[config.mk]
export PLATFORM = sky130hd
export DESIGN_NAME = dac_seq_ctrl
export DESIGN_NICKNAME = d
export VERILOG_FILES = /design/src/rtl/dac_seq_pkg.sv /design/src/rtl/dac_seq_timer.sv /design/src/rtl/dac_seq_lowbit.sv /design/src/rtl/dac_seq_cfg_rom.sv /design/src/rtl/dac_seq_ctrl.sv
export SDC_FILE = /design/constraint.sdc
export NUM_CORES = 1
export LEC_CHECK = 0
export ABC_AREA = 1
export BUFFER_PORTS_ARGS = -buffer_cell sky130_fd_sc_hd__buf_4
export CORE_MARGIN = 2
export CORE_UTILIZATION = 58
export DETAILED_ROUTE_END_ITERATION = 16
export PLACE_DENSITY = 0.85
export RECOVER_POWER = 50
export SYNTH_ARGS = -nofsm -noshare
export SYNTH_HDL_FRONTEND = slang
export SYNTH_HIERARCHICAL = 1
export SYNTH_SLANG_ARGS = --single-unit
[constraint.sdc]
create_clock -name clk -period 4.4 [get_ports clk]
set_input_delay 0.66 -clock clk [delete_from_list [all_inputs] [get_ports clk]]
set_output_delay 0.66 -clock clk [all_outputs]
set_load 0.005 [all_outputs]
[src/rtl/dac_seq_pkg.sv]
// Package: shared command codes, configuration constants and sequencer states
// for the DAC initialization and update sequencer. The command byte values are
// fixed by the DAC's serial protocol.
package dac_seq_pkg;

    localparam logic [7:0]  CMD_KEYED_RST  = 8'h70;
    localparam logic [15:0] RST_KEY        = 16'h1234;
    localparam logic [7:0]  CMD_DITH_PWR   = 8'h51;
    localparam logic [7:0]  CMD_SRC_LO     = 8'h90;
    localparam logic [7:0]  CMD_SRC_HI     = 8'hA0;
    localparam logic [7:0]  CMD_SCL_LO     = 8'hC0;
    localparam logic [7:0]  CMD_SCL_HI     = 8'hD0;
    localparam logic [7:0]  CMD_INVERT     = 8'hB0;
    localparam logic [7:0]  CMD_SPAN       = 8'h40;
    localparam logic [3:0]  CMD_IN_REG_HI  = 4'h1;
    localparam logic [7:0]  CMD_LOAD_MASK  = 8'h30;

    // Index of the last configuration frame (the span write).
    localparam logic [2:0]  CFG_LAST       = 3'd6;

    typedef enum logic [2:0] {
        S_IDLE,     // never configured
        S_HRST,     // hardware reset line held high
        S_SRST,     // keyed reset frame offered
        S_SETTLE,   // post-reset quiet time
        S_CFG,      // default configuration frames
        S_RUN,      // configured, waiting for work
        S_UCH,      // channel input-register frames
        S_ULD       // masked load frame
    } seq_state_t;

    // Default source word: two bits per channel, the lower bit set selects
    // the first dither source for every channel in the 8-channel half.
    function automatic logic [15:0] src_default();
        logic [15:0] w;
        w = '0;
        for (int i = 0; i < 8; i++) begin
            w[2*i] = 1'b1;
        end
        return w;
    endfunction

endpackage

[src/rtl/dac_seq_timer.sv]
// Module: down-counting interval timer shared by the reset and settle phases.
// Assumes: a load always wins over a decrement; last_o marks the final cycle
// of an interval of load value cycles (load values are at least 1).
module dac_seq_timer #(
    parameter int W = 4
) (
    input  logic         clk,
    input  logic         rst_n,
    input  logic         load_i,
    input  logic [W-1:0] val_i,
    input  logic         dec_i,
    output logic         last_o
);

    logic [W-1:0] cnt_q;

    // Count register: load, else decrement toward zero while enabled.
    always_ff @(posedge clk) begin
        if (!rst_n) begin
            cnt_q <= '0;
        end else if (load_i) begin
            cnt_q <= val_i;
        end else if (dec_i && cnt_q != '0) begin
            cnt_q <= cnt_q - W'(1);
        end
    end

    // Final-cycle flag of the current interval.
    always_comb last_o = (cnt_q == W'(1));

endmodule

[src/rtl/dac_seq_lowbit.sv]
// Module: finds the index of the lowest set bit of a vector (priority encoder).
// Assumes: result is don't-care (zero) when the vector is empty.
module dac_seq_lowbit #(
    parameter int N  = 16,
    parameter int IW = (N > 1) ? $clog2(N) : 1
) (
    input  logic [N-1:0]  vec_i,
    output logic [IW-1:0] idx_o
);

    // Scan from the top so the lowest set bit is the one that remains.
    always_comb begin
        idx_o = '0;
        for (int i = N - 1; i >= 0; i--) begin
            if (vec_i[i]) idx_o = IW'(i);
        end
    end

endmodule

[src/rtl/dac_seq_cfg_rom.sv]
// Module: computes the default-configuration frame for a given step index.
// Assumes: step 6 is always the span write so the span lands after every
// dither setting; steps beyond 6 repeat the span frame.
module dac_seq_cfg_rom
    import dac_seq_pkg::*;
#(
    parameter int SPW = 3
) (
    input  logic [2:0]     idx_i,
    input  logic [SPW-1:0] span_i,
    output logic [23:0]    frame_o
);

    // Step-indexed frame selection.
    always_comb begin
        case (idx_i)
            3'd0:    frame_o = {CMD_DITH_PWR, 16'hFFFF};
            3'd1:    frame_o = {CMD_SRC_LO,   src_default()};
            3'd2:    frame_o = {CMD_SRC_HI,   src_default()};
            3'd3:    frame_o = {CMD_SCL_LO,   16'h0000};
            3'd4:    frame_o = {CMD_SCL_HI,   16'h0000};
            3'd5:    frame_o = {CMD_INVERT,   16'h0000};
            default: frame_o = {CMD_SPAN,     16'(span_i)};
        endcase
    end

endmodule

[src/rtl/dac_seq_ctrl.sv]
// Module: top of the DAC initialization and update sequencer. Runs reset
// (pulse or keyed frame), waits the settle time, writes the configuration,
// then serves masked updates as per-channel writes plus one masked load.
// Assumes: NCH <= 16 and DW <= 16; the downstream shifter holds off via
// frm_ready_i; timings are converted to cycles rounding up.
module dac_seq_ctrl
    import dac_seq_pkg::*;
#(
    parameter int NCH           = 16,
    parameter int DW            = 16,
    parameter int SPW           = 3,
    parameter int CLK_PERIOD_NS = 8,
    parameter int RST_NS        = 100,
    parameter int SETTLE_NS     = 25
) (
    input  logic               clk,
    input  logic               rst_n,
    input  logic               start_i,
    input  logic               hw_rst_sel_i,
    input  logic [SPW-1:0]     span_code_i,
    input  logic               upd_req_i,
    input  logic [NCH-1:0]     upd_mask_i,
    input  logic [NCH*DW-1:0]  upd_samples_i,
    output logic               dac_rst_o,
    output logic               frm_valid_o,
    input  logic               frm_ready_i,
    output logic [23:0]        frm_data_o,
    output logic               busy_o,
    output logic               err_o
);

    localparam int RST_CYC = (RST_NS + CLK_PERIOD_NS - 1) / CLK_PERIOD_NS;
    localparam int SET_CYC = (SETTLE_NS + CLK_PERIOD_NS - 1) / CLK_PERIOD_NS;
    localparam int MAX_CYC = (RST_CYC > SET_CYC) ? RST_CYC : SET_CYC;
    localparam int TW      = $clog2(MAX_CYC + 1);
    localparam int CHW     = (NCH > 1) ? $clog2(NCH) : 1;

    seq_state_t         st_q;
    logic [SPW-1:0]     span_q;
    logic [2:0]         cfg_idx_q;
    logic [NCH-1:0]     mask_q;
    logic [NCH-1:0]     rem_q;
    logic [NCH*DW-1:0]  samp_q;
    logic [CHW-1:0]     slot_q;
    logic               err_q;

    logic               fire;
    logic               start_ok;
    logic               upd_ok;
    logic               tmr_load;
    logic [TW-1:0]      tmr_val;
    logic               tmr_dec;
    logic               tmr_last;
    logic [CHW-1:0]     pick_idx;
    logic [NCH-1:0]     rem_after;
    logic [23:0]        cfg_frame;
    logic [DW-1:0]      samp_arr [NCH];
    logic [15:0]        samp16;

    // Handshake and request qualification.
    always_comb begin
        fire     = frm_valid_o && frm_ready_i;
        start_ok = start_i && (st_q == S_IDLE || st_q == S_RUN);
        upd_ok   = upd_req_i && (st_q == S_RUN) && !start_i;
    end

    // Timer control: reset width on hardware start, settle after either reset.
    always_comb begin
        tmr_load = 1'b0;
        tmr_val  = '0;
        if (start_ok && hw_rst_sel_i) begin
            tmr_load = 1'b1;
            tmr_val  = TW'(RST_CYC);
        end else if ((st_q == S_HRST && tmr_last) || (st_q == S_SRST && fire)) begin
            tmr_load = 1'b1;
            tmr_val  = TW'(SET_CYC);
        end
        tmr_dec = (st_q == S_HRST) || (st_q == S_SETTLE);
    end

    dac_seq_timer #(.W(TW)) u_timer (
        .clk    (clk),
        .rst_n  (rst_n),
        .load_i (tmr_load),
        .val_i  (tmr_val),
        .dec_i  (tmr_dec),
        .last_o (tmr_last)
    );

    dac_seq_lowbit #(.N(NCH), .IW(CHW)) u_lowbit (
        .vec_i (rem_q),
        .idx_o (pick_idx)
    );

    dac_seq_cfg_rom #(.SPW(SPW)) u_cfg (
        .idx_i   (cfg_idx_q),
        .span_i  (span_q),
        .frame_o (cfg_frame)
    );

    // Unpack the captured sample set into addressable slots.
    for (genvar g = 0; g < NCH; g++) begin : g_slot
        assign samp_arr[g] = samp_q[g*DW +: DW];
    end

    // Remaining mask with its lowest set bit cleared.
    always_comb rem_after = rem_q & (rem_q - NCH'(1));

    // Left-align the current sample in the 16-bit data field.
    always_comb samp16 = 16'(samp_arr[slot_q]) << (16 - DW);

    // Sequencer state and captured request registers.
    always_ff @(posedge clk) begin
        if (!rst_n) begin
            st_q      <= S_IDLE;
            span_q    <= '0;
            cfg_idx_q <= '0;
            mask_q    <= '0;
            rem_q     <= '0;
            samp_q    <= '0;
            slot_q    <= '0;
            err_q     <= 1'b0;
        end else begin
            err_q <= upd_req_i && !upd_ok;
            case (st_q)
                S_IDLE, S_RUN: begin
                    if (start_ok) begin
                        span_q    <= span_code_i;
                        cfg_idx_q <= '0;
                        st_q      <= hw_rst_sel_i ? S_HRST : S_SRST;
                    end else if (upd_ok) begin
                        mask_q <= upd_mask_i;
                        rem_q  <= upd_mask_i;
                        samp_q <= upd_samples_i;
                        slot_q <= '0;
                        st_q   <= (|upd_mask_i) ? S_UCH : S_ULD;
                    end
                end
                S_HRST: begin
                    if (tmr_last) st_q <= S_SETTLE;
                end
                S_SRST: begin
                    if (fire) st_q <= S_SETTLE;
                end
                S_SETTLE: begin
                    if (tmr_last) st_q <= S_CFG;
                end
                S_CFG: begin
                    if (fire) begin
                        if (cfg_idx_q == CFG_LAST) st_q <= S_RUN;
                        else                       cfg_idx_q <= cfg_idx_q + 3'd1;
                    end
                end
                S_UCH: begin
                    if (fire) begin
                        rem_q  <= rem_after;
                        slot_q <= slot_q + CHW'(1);
                        if (rem_after == '0) st_q <= S_ULD;
                    end
                end
                S_ULD: begin
                    if (fire) st_q <= S_RUN;
                end
                default: st_q <= S_IDLE;
            endcase
        end
    end

    // Status outputs decoded from the state.
    always_comb begin
        dac_rst_o   = (st_q == S_HRST);
        frm_valid_o = (st_q == S_SRST) || (st_q == S_CFG) ||
                      (st_q == S_UCH)  || (st_q == S_ULD);
        busy_o      = !(st_q == S_IDLE || st_q == S_RUN);
        err_o       = err_q;
    end

    // Frame content for the offered frame.
    always_comb begin
        case (st_q)
            S_SRST:  frm_data_o = {CMD_KEYED_RST, RST_KEY};
            S_CFG:   frm_data_o = cfg_frame;
            S_UCH:   frm_data_o = {CMD_IN_REG_HI, 4'(pick_idx), samp16};
            S_ULD:   frm_data_o = {CMD_LOAD_MASK, 16'(mask_q)};
            default: frm_data_o = '0;
        endcase
    end

endmodule

# ---- Word-level counts from Yosys, hierarchy flattened
# Index checks and enable logic that the tools add are counted.
dict set report word_totals {
  wordCells 128
  out_inout_bits 28
  in_bits 281
  reg_bits 306
}
dict set report op_classes {
  n_bitwise 3
  magnitude_cmp 1
  add_sub_neg 4
  reduce_logical 32
  muxes 52
  n_eq_ne 27
}
# operator count
set op_table {}
lappend op_table {{case mux 24 bit (6 select lines)} 1}
lappend op_table {{case mux 24 bit (4 select lines)} 1}
lappend op_table {{two-way mux 4 bit} 22}
lappend op_table {{two-way mux 16 bit} 5}
lappend op_table {{binary-select mux 16 bit (select 4 bit)} 1}
lappend op_table {{two-way mux 3 bit} 14}
lappend op_table {{case mux 16 bit (2 select lines)} 1}
lappend op_table {{!= test 2 bit, second input constant} 11}
lappend op_table {{equality test 3 bit, second input constant} 7}
lappend op_table {{case mux 3 bit (7 select lines)} 1}
lappend op_table {{AND 16 bit} 1}
lappend op_table {{logical NOT 16 bit} 1}
lappend op_table {{OR reduction 16 bit} 1}
lappend op_table {{subtractor 16 x 1 -> 16 bit, second input constant} 1}
lappend op_table {{equality test 3 x 2 -> 1 bit, second input constant} 4}
lappend op_table {{logical AND 1 bit} 9}
lappend op_table {{AND reduction 9 bit} 1}
lappend op_table {{case mux 4 bit (2 select lines)} 1}
lappend op_table {{AND reduction 4 bit} 2}
lappend op_table {{equality test 3 x 1 -> 1 bit, second input constant} 2}
lappend op_table {{logical NOT 3 bit} 2}
lappend op_table {{logical OR 1 bit} 6}
lappend op_table {{case mux 3 bit (2 select lines)} 1}
lappend op_table {{nonzero test 2 bit} 3}
lappend op_table {{other kinds (16)} 20}

# ---- Logic depth before layout (Yosys ltp)
dict set report logic_depth {
  ltp_word 17
  depth_mapped 16
  mapped_depth_nobuf 16
}

# ---- By module
# Netlist, hierarchy kept.
# module instances area_each_um2 seq_area_each_um2 cells_each
set modules_own_cells {}
lappend modules_own_cells {dac_seq_ctrl 1 13628.1 6045.8 1945}
lappend modules_own_cells {dac_seq_timer 1 296.5 80.1 41}
lappend modules_own_cells {dac_seq_cfg_rom 1 234.0 0.0 37}
lappend modules_own_cells {dac_seq_lowbit 1 212.7 0.0 46}

# ---- Least setup slack after synthesis
# OpenSTA, ideal clock, no wires.
dict set report synth_path {
  kind {register to output}
  from {register slot_q[0]}
  to {output port frm_data_o[5]}
  arrival_time_ns 1.392
  slack_ns 2.348
  n_path_buf 3
  required_ns 3.740
  path_stages_with_launch 12
  path_cell_list {dfxtp_1 > buf_2 > inv_2 > buf_2 > buf_2 > a21oi_1 > o21ai_0 > nand3_1 > nand3_1 > nand2_1 > nand2_1 > o2111ai_1}
}
dict set report synth_via {
  elab_chain_cells 5
}
# item line_no
set synth_rtl {}
lappend synth_rtl {{start: declaration} dac_seq_ctrl.sv:44} ;# logic [CHW-1:0] slot_q;
lappend synth_rtl {{start signal: assignment} dac_seq_ctrl.sv:157} ;# slot_q <= slot_q + CHW'(1);
lappend synth_rtl {{inverter 4 -> 5 bit (not written as such)} dac_seq_ctrl.sv:110} ;# always_comb samp16 = 16'(samp_arr[slot_q]) << (16 - DW);
lappend synth_rtl {{binary-select mux 16 bit (select 4 bit)} dac_seq_ctrl.sv:110}
lappend synth_rtl {{two-way mux 16 bit (not written as such) (2 in series)} dac_seq_ctrl.sv:110}
lappend synth_rtl {{case mux 24 bit (4 select lines)} dac_seq_ctrl.sv:180} ;# case (st_q)
lappend synth_rtl {{end: declaration} dac_seq_ctrl.sv:27} ;# output logic [23:0] frm_data_o,
# Every way passes these cells. The select of a mux whose other input is x is not followed.

# ---- Final worst setup path
dict set report layout_path {
  from {register st_q[1]}
  to {register samp_q[181]}
}
dict set report layout_via {
  elab_chain_cells 5
  word_cells_on_any_way 9
  cone_classes {eq/ne: 1; bitwise: 1; reduce/logical: 7}
}
# item line_no
set layout_rtl {}
lappend layout_rtl {{start: declaration} dac_seq_ctrl.sv:38} ;# seq_state_t st_q;
lappend layout_rtl {{start signal: assignment} dac_seq_ctrl.sv:130} ;# st_q <= hw_rst_sel_i ? S_HRST : S_SRST;
lappend layout_rtl {{start signal: assignment} dac_seq_ctrl.sv:136} ;# st_q <= (|upd_mask_i) ? S_UCH : S_ULD;
lappend layout_rtl {{equality test 3 bit / logical NOT 3 bit (equally long branches)} {dac_seq_ctrl.sv:63, dac_seq_ctrl.sv:64, dac_seq_ctrl.sv:125}}
lappend layout_rtl {{logical OR 1 bit} dac_seq_ctrl.sv:63} ;# start_ok = start_i && (st_q == S_IDLE || st_q == S_RUN);
lappend layout_rtl {{logical AND 1 bit} dac_seq_ctrl.sv:63}
lappend layout_rtl {{inverter 1 bit (no source line)} --}
lappend layout_rtl {{AND reduction 3 bit (no source line) *} --}
lappend layout_rtl {{end signal: assignment} dac_seq_ctrl.sv:134} ;# samp_q <= upd_samples_i;
lappend layout_rtl {{end: declaration} dac_seq_ctrl.sv:43} ;# logic [NCH*DW-1:0] samp_q;
# Mark *: on every way between the ends. The rest lies on a longest branch, timed or not.
# A chain may end at the register's enable or synchronous reset.

==> reports/qor.csv <==
stage,metric,value,unit
final_layout,mostFrequentLayoutCell,o21ai_0,
power_and_ir_drop,p_clk_share,37.2,%
clocking,tritoncts,built,
worst_setup_path,cp.arrival,4.32,ns
detailed_routing,vias,15174,
worst_setup_path,cp.required,4.91,ns
final_layout,final_cell_mix,"o21ai_0, buf_4, nor2_1",
detailed_routing,wl_met3,4890,um
sta,hold_viol_final,0,
placement,place_area,16500,um^2
yosys,ys_seq_elements,306,
detailed_routing,routed_wl,46900,um
yosys,synth-warning-count,6,
power_and_ir_drop,leakagePower,7.38,nW
global_routing,grtUsageTotal,34.9,%
yosys,synthArstFlopShare,0,%
global_routing,grt_first_pass_wirelength,73300,um
power_and_ir_drop,power_density,408,nW/um^2
sta,timing.fmax,0.262,GHz
detailed_routing,wl_met1,18800,um
global_routing,grt-ovfl-total,0,
yosys,syn-instance-count,2069,
worst_setup_path,critPathLaunchType,flop,
clocking,clockRootBuffer,clkbuf_16,
worst_setup_path,critPathLaunch,st_q[1],
flow_run,drv_cap,2,
sta,post-route-period-util,86.6,%
die,coreArea,24300,um^2
final_layout,fillerInstances,2008,
placement,place_congestion,0.974,
clocking,post_cts_resized,0,
worst_hold_path,hold_path.class,primary input to flop,
die,initial_core_util,59.1,%
die,rows,57,
power_and_ir_drop,switchingPower,2.08,mW
global_routing,grt_pass1_vias,13886,
yosys,synth_cell_type_count,47,
detailed_routing,dr_wl_met2,20800,um
sta,setup_slack,0.589,ns
placement,port_buffers,308,
die,die_area,26100,um^2
worst_setup_path,critPathKind,flop to flop,
power_and_ir_drop,internal-power,5.05,mW
outcome,failed_checks,"capacitance limit, slew limit",
sta,slew_headroom,-45.1,%
global_routing,antenna_found_initial,0,
clocking,cts.sinks,306,
final_layout,syn_to_final_growth,21.5,%
sta,finClkSkew,0.0151,ns
clocking,post_cts_buffers,0,
sta,grt_setup_unrepaired,false,
worst_setup_path,r2r_cells,9,
detailed_routing,via_per_inst,5.83,
clocking,h-tree-depth,1,
sta,period_minus_slack,3.81,ns
detailed_routing,drt_iter0_drc,2149,
power_and_ir_drop,switching_share,29.2,%
global_routing,grt_start_max_net_pins,147,
final_layout,fin_area,17500,um^2
detailed_routing,routed.top_layer,met4,
sta,fin_tns_setup,0,ns
power_and_ir_drop,pwr-share-seq,42.0,%
clocking,cts_buffers,31,
yosys,synth_area,14400,um^2
sta,tightest_slew,2.18,ns
yosys,ys.flop_type,dfxtp_1,
final_layout,drive_gt1_share,17.8,%
sta,finalMaxSlewViolations,148,
sta,setup_violations,0,
yosys,syn-mean-instance-area,6.95,um^2
worst_setup_path,worst-path-max-fanout,79,
die,die_h,161,um
power_and_ir_drop,p_comb_share,20.8,%
outcome,status,"complete, but fails checks",
detailed_routing,routedWlPerCell,18.0,um
die,ios,309,
clocking,ctsHoldBuffers,0,
die,die_x,161,um
detailed_routing,drc_errors,0,
worst_hold_path,hold_depth,3,
final_layout,multi_input_area,6650,um^2
final_layout,fin_util,71.8,%
clocking,clkSlewWorstSetupHoldPaths,0.07,ns
detailed_routing,drt-pass1-iter-count,8,
worst_setup_path,end_kind,flop,
placement,place_ws,1.34,ns
clocking,clk_path_buf_depth,3,
worst_setup_path,rrSetupSlack,0.59,ns
clocking,insertion_delay,0.58,ns
final_layout,nets,2544,
detailed_routing,ant_nets,0,
yosys,synth_edf_count,0,
power_and_ir_drop,peakVddDrop,0.269,mV
placement,hpwl,32700,um
final_layout,regArea,6130,um^2
power_and_ir_drop,power,7.13,mW
yosys,seq_area_frac_synth,42.6,%
final_layout,diodes,0,
worst_hold_path,min-delay-start,upd_samples_i[98],
worst_setup_path,worstReg2RegStart,st_q[1],
[layer usage]
metal | global-route usage [%] | vias to the layer above
li1 | - | 7230
met1 | 48.1 | 6922
met2 | 54.3 | 879
met3 | 4.80 | 143
met4 | 16.7 | 0
met5 | 0 | -
[per-stage QoR]
stage,instances,hold slack [ns]
6_report,2604,0.305
5_1_grt,2604,0.308
4_1_cts,2604,0.300
3_5_place_dp,2549,0.445
3_3_place_gp,2549,0.439
2_1_floorplan,2071,0.430
[sequential cells by signal, indices dropped and copies added (netlist names), named ones only]
name,cells
cfg_idx_q,3
slot_q,4
err_o,1
span_q,3
samp_q,256
u_timer/cnt_q,4
mask_q,16
rem_q,16
st_q,2
[path summary, 6_finish.rpt]
kind                 endpoint
setup / recovery  samp_q[181]
hold / removal     samp_q[98]
setup reg to reg  samp_q[181]
hold reg to reg   samp_q[248]
[power by group through the flow]
stage	Sequential, mW	Combinational (mW)	Clock [mW]
final	3.00	1.48	2.65
after floorplan	3.02	0.926	0
after detailed placement	3.06	1.48	0
after global placement	3.05	1.45	0
after global routing	3.01	1.63	2.78
after CTS	3.00	1.49	2.66
[critical path: stages, from the launching register on]
cell and delay [ns]:
dfxtp_1 0.37, clkinv_1 0.07, nand2_1 0.07, inv_1 0.08, nand3_1 0.14, nor2_4 0.20, clkbuf_1 1.57, buf_4 0.79
o21ai_0 0.21, nor2_1 0.14
[synthesized netlist by cell type (all sizes together) (3+ instances only)]
cell type / instances / share of area [%]
o211ai: 17 / 0.96
nor2: 315 / 8.5
o21bai: 8 / 0.42
clkbuf: 95 / 2.5
dfxtp: 306 / 43
clkinv: 3 / 0.078
buf: 74 / 2.9
nand2: 153 / 4.2
a211oi: 6 / 0.49
a21oi: 292 / 10
inv: 205 / 5.4
o2111ai: 5 / 0.30
or2: 3 / 0.15
a22o: 4 / 0.24
nor4: 6 / 0.26
a31oi: 4 / 0.17
nor3: 9 / 0.38
o21ai: 429 / 15
ha: 5 / 0.44
nand3: 117 / 4.2
[kinds of logic (layout without fill, tap and decap cells)]
family	count (synthesis)	count (layout)	synth area share [%]
buffers and inverters	378	587	11.0
AO/OA/AOI/OAI	766	766	27.8
XOR/XNOR	2	2	0.122
other	2	4	0.0523
adder cells (fa/ha/maj)	5	5	0.435
AND/OR/NAND/NOR	610	610	18.0
flip-flops	306	306	42.6
[area by class of cell]
cell class | count | share of cell area, %
repair buffers | 323 | 14.0
multi-input cells | 1387 | 38.1
inverters | 209 | 4.64
clock inverters | 10 | 0.731
clock buffers | 45 | 5.14
well taps | 324 | 2.32
flip-flops and latches | 306 | 35.1
(Power assumes the default switching activity.)
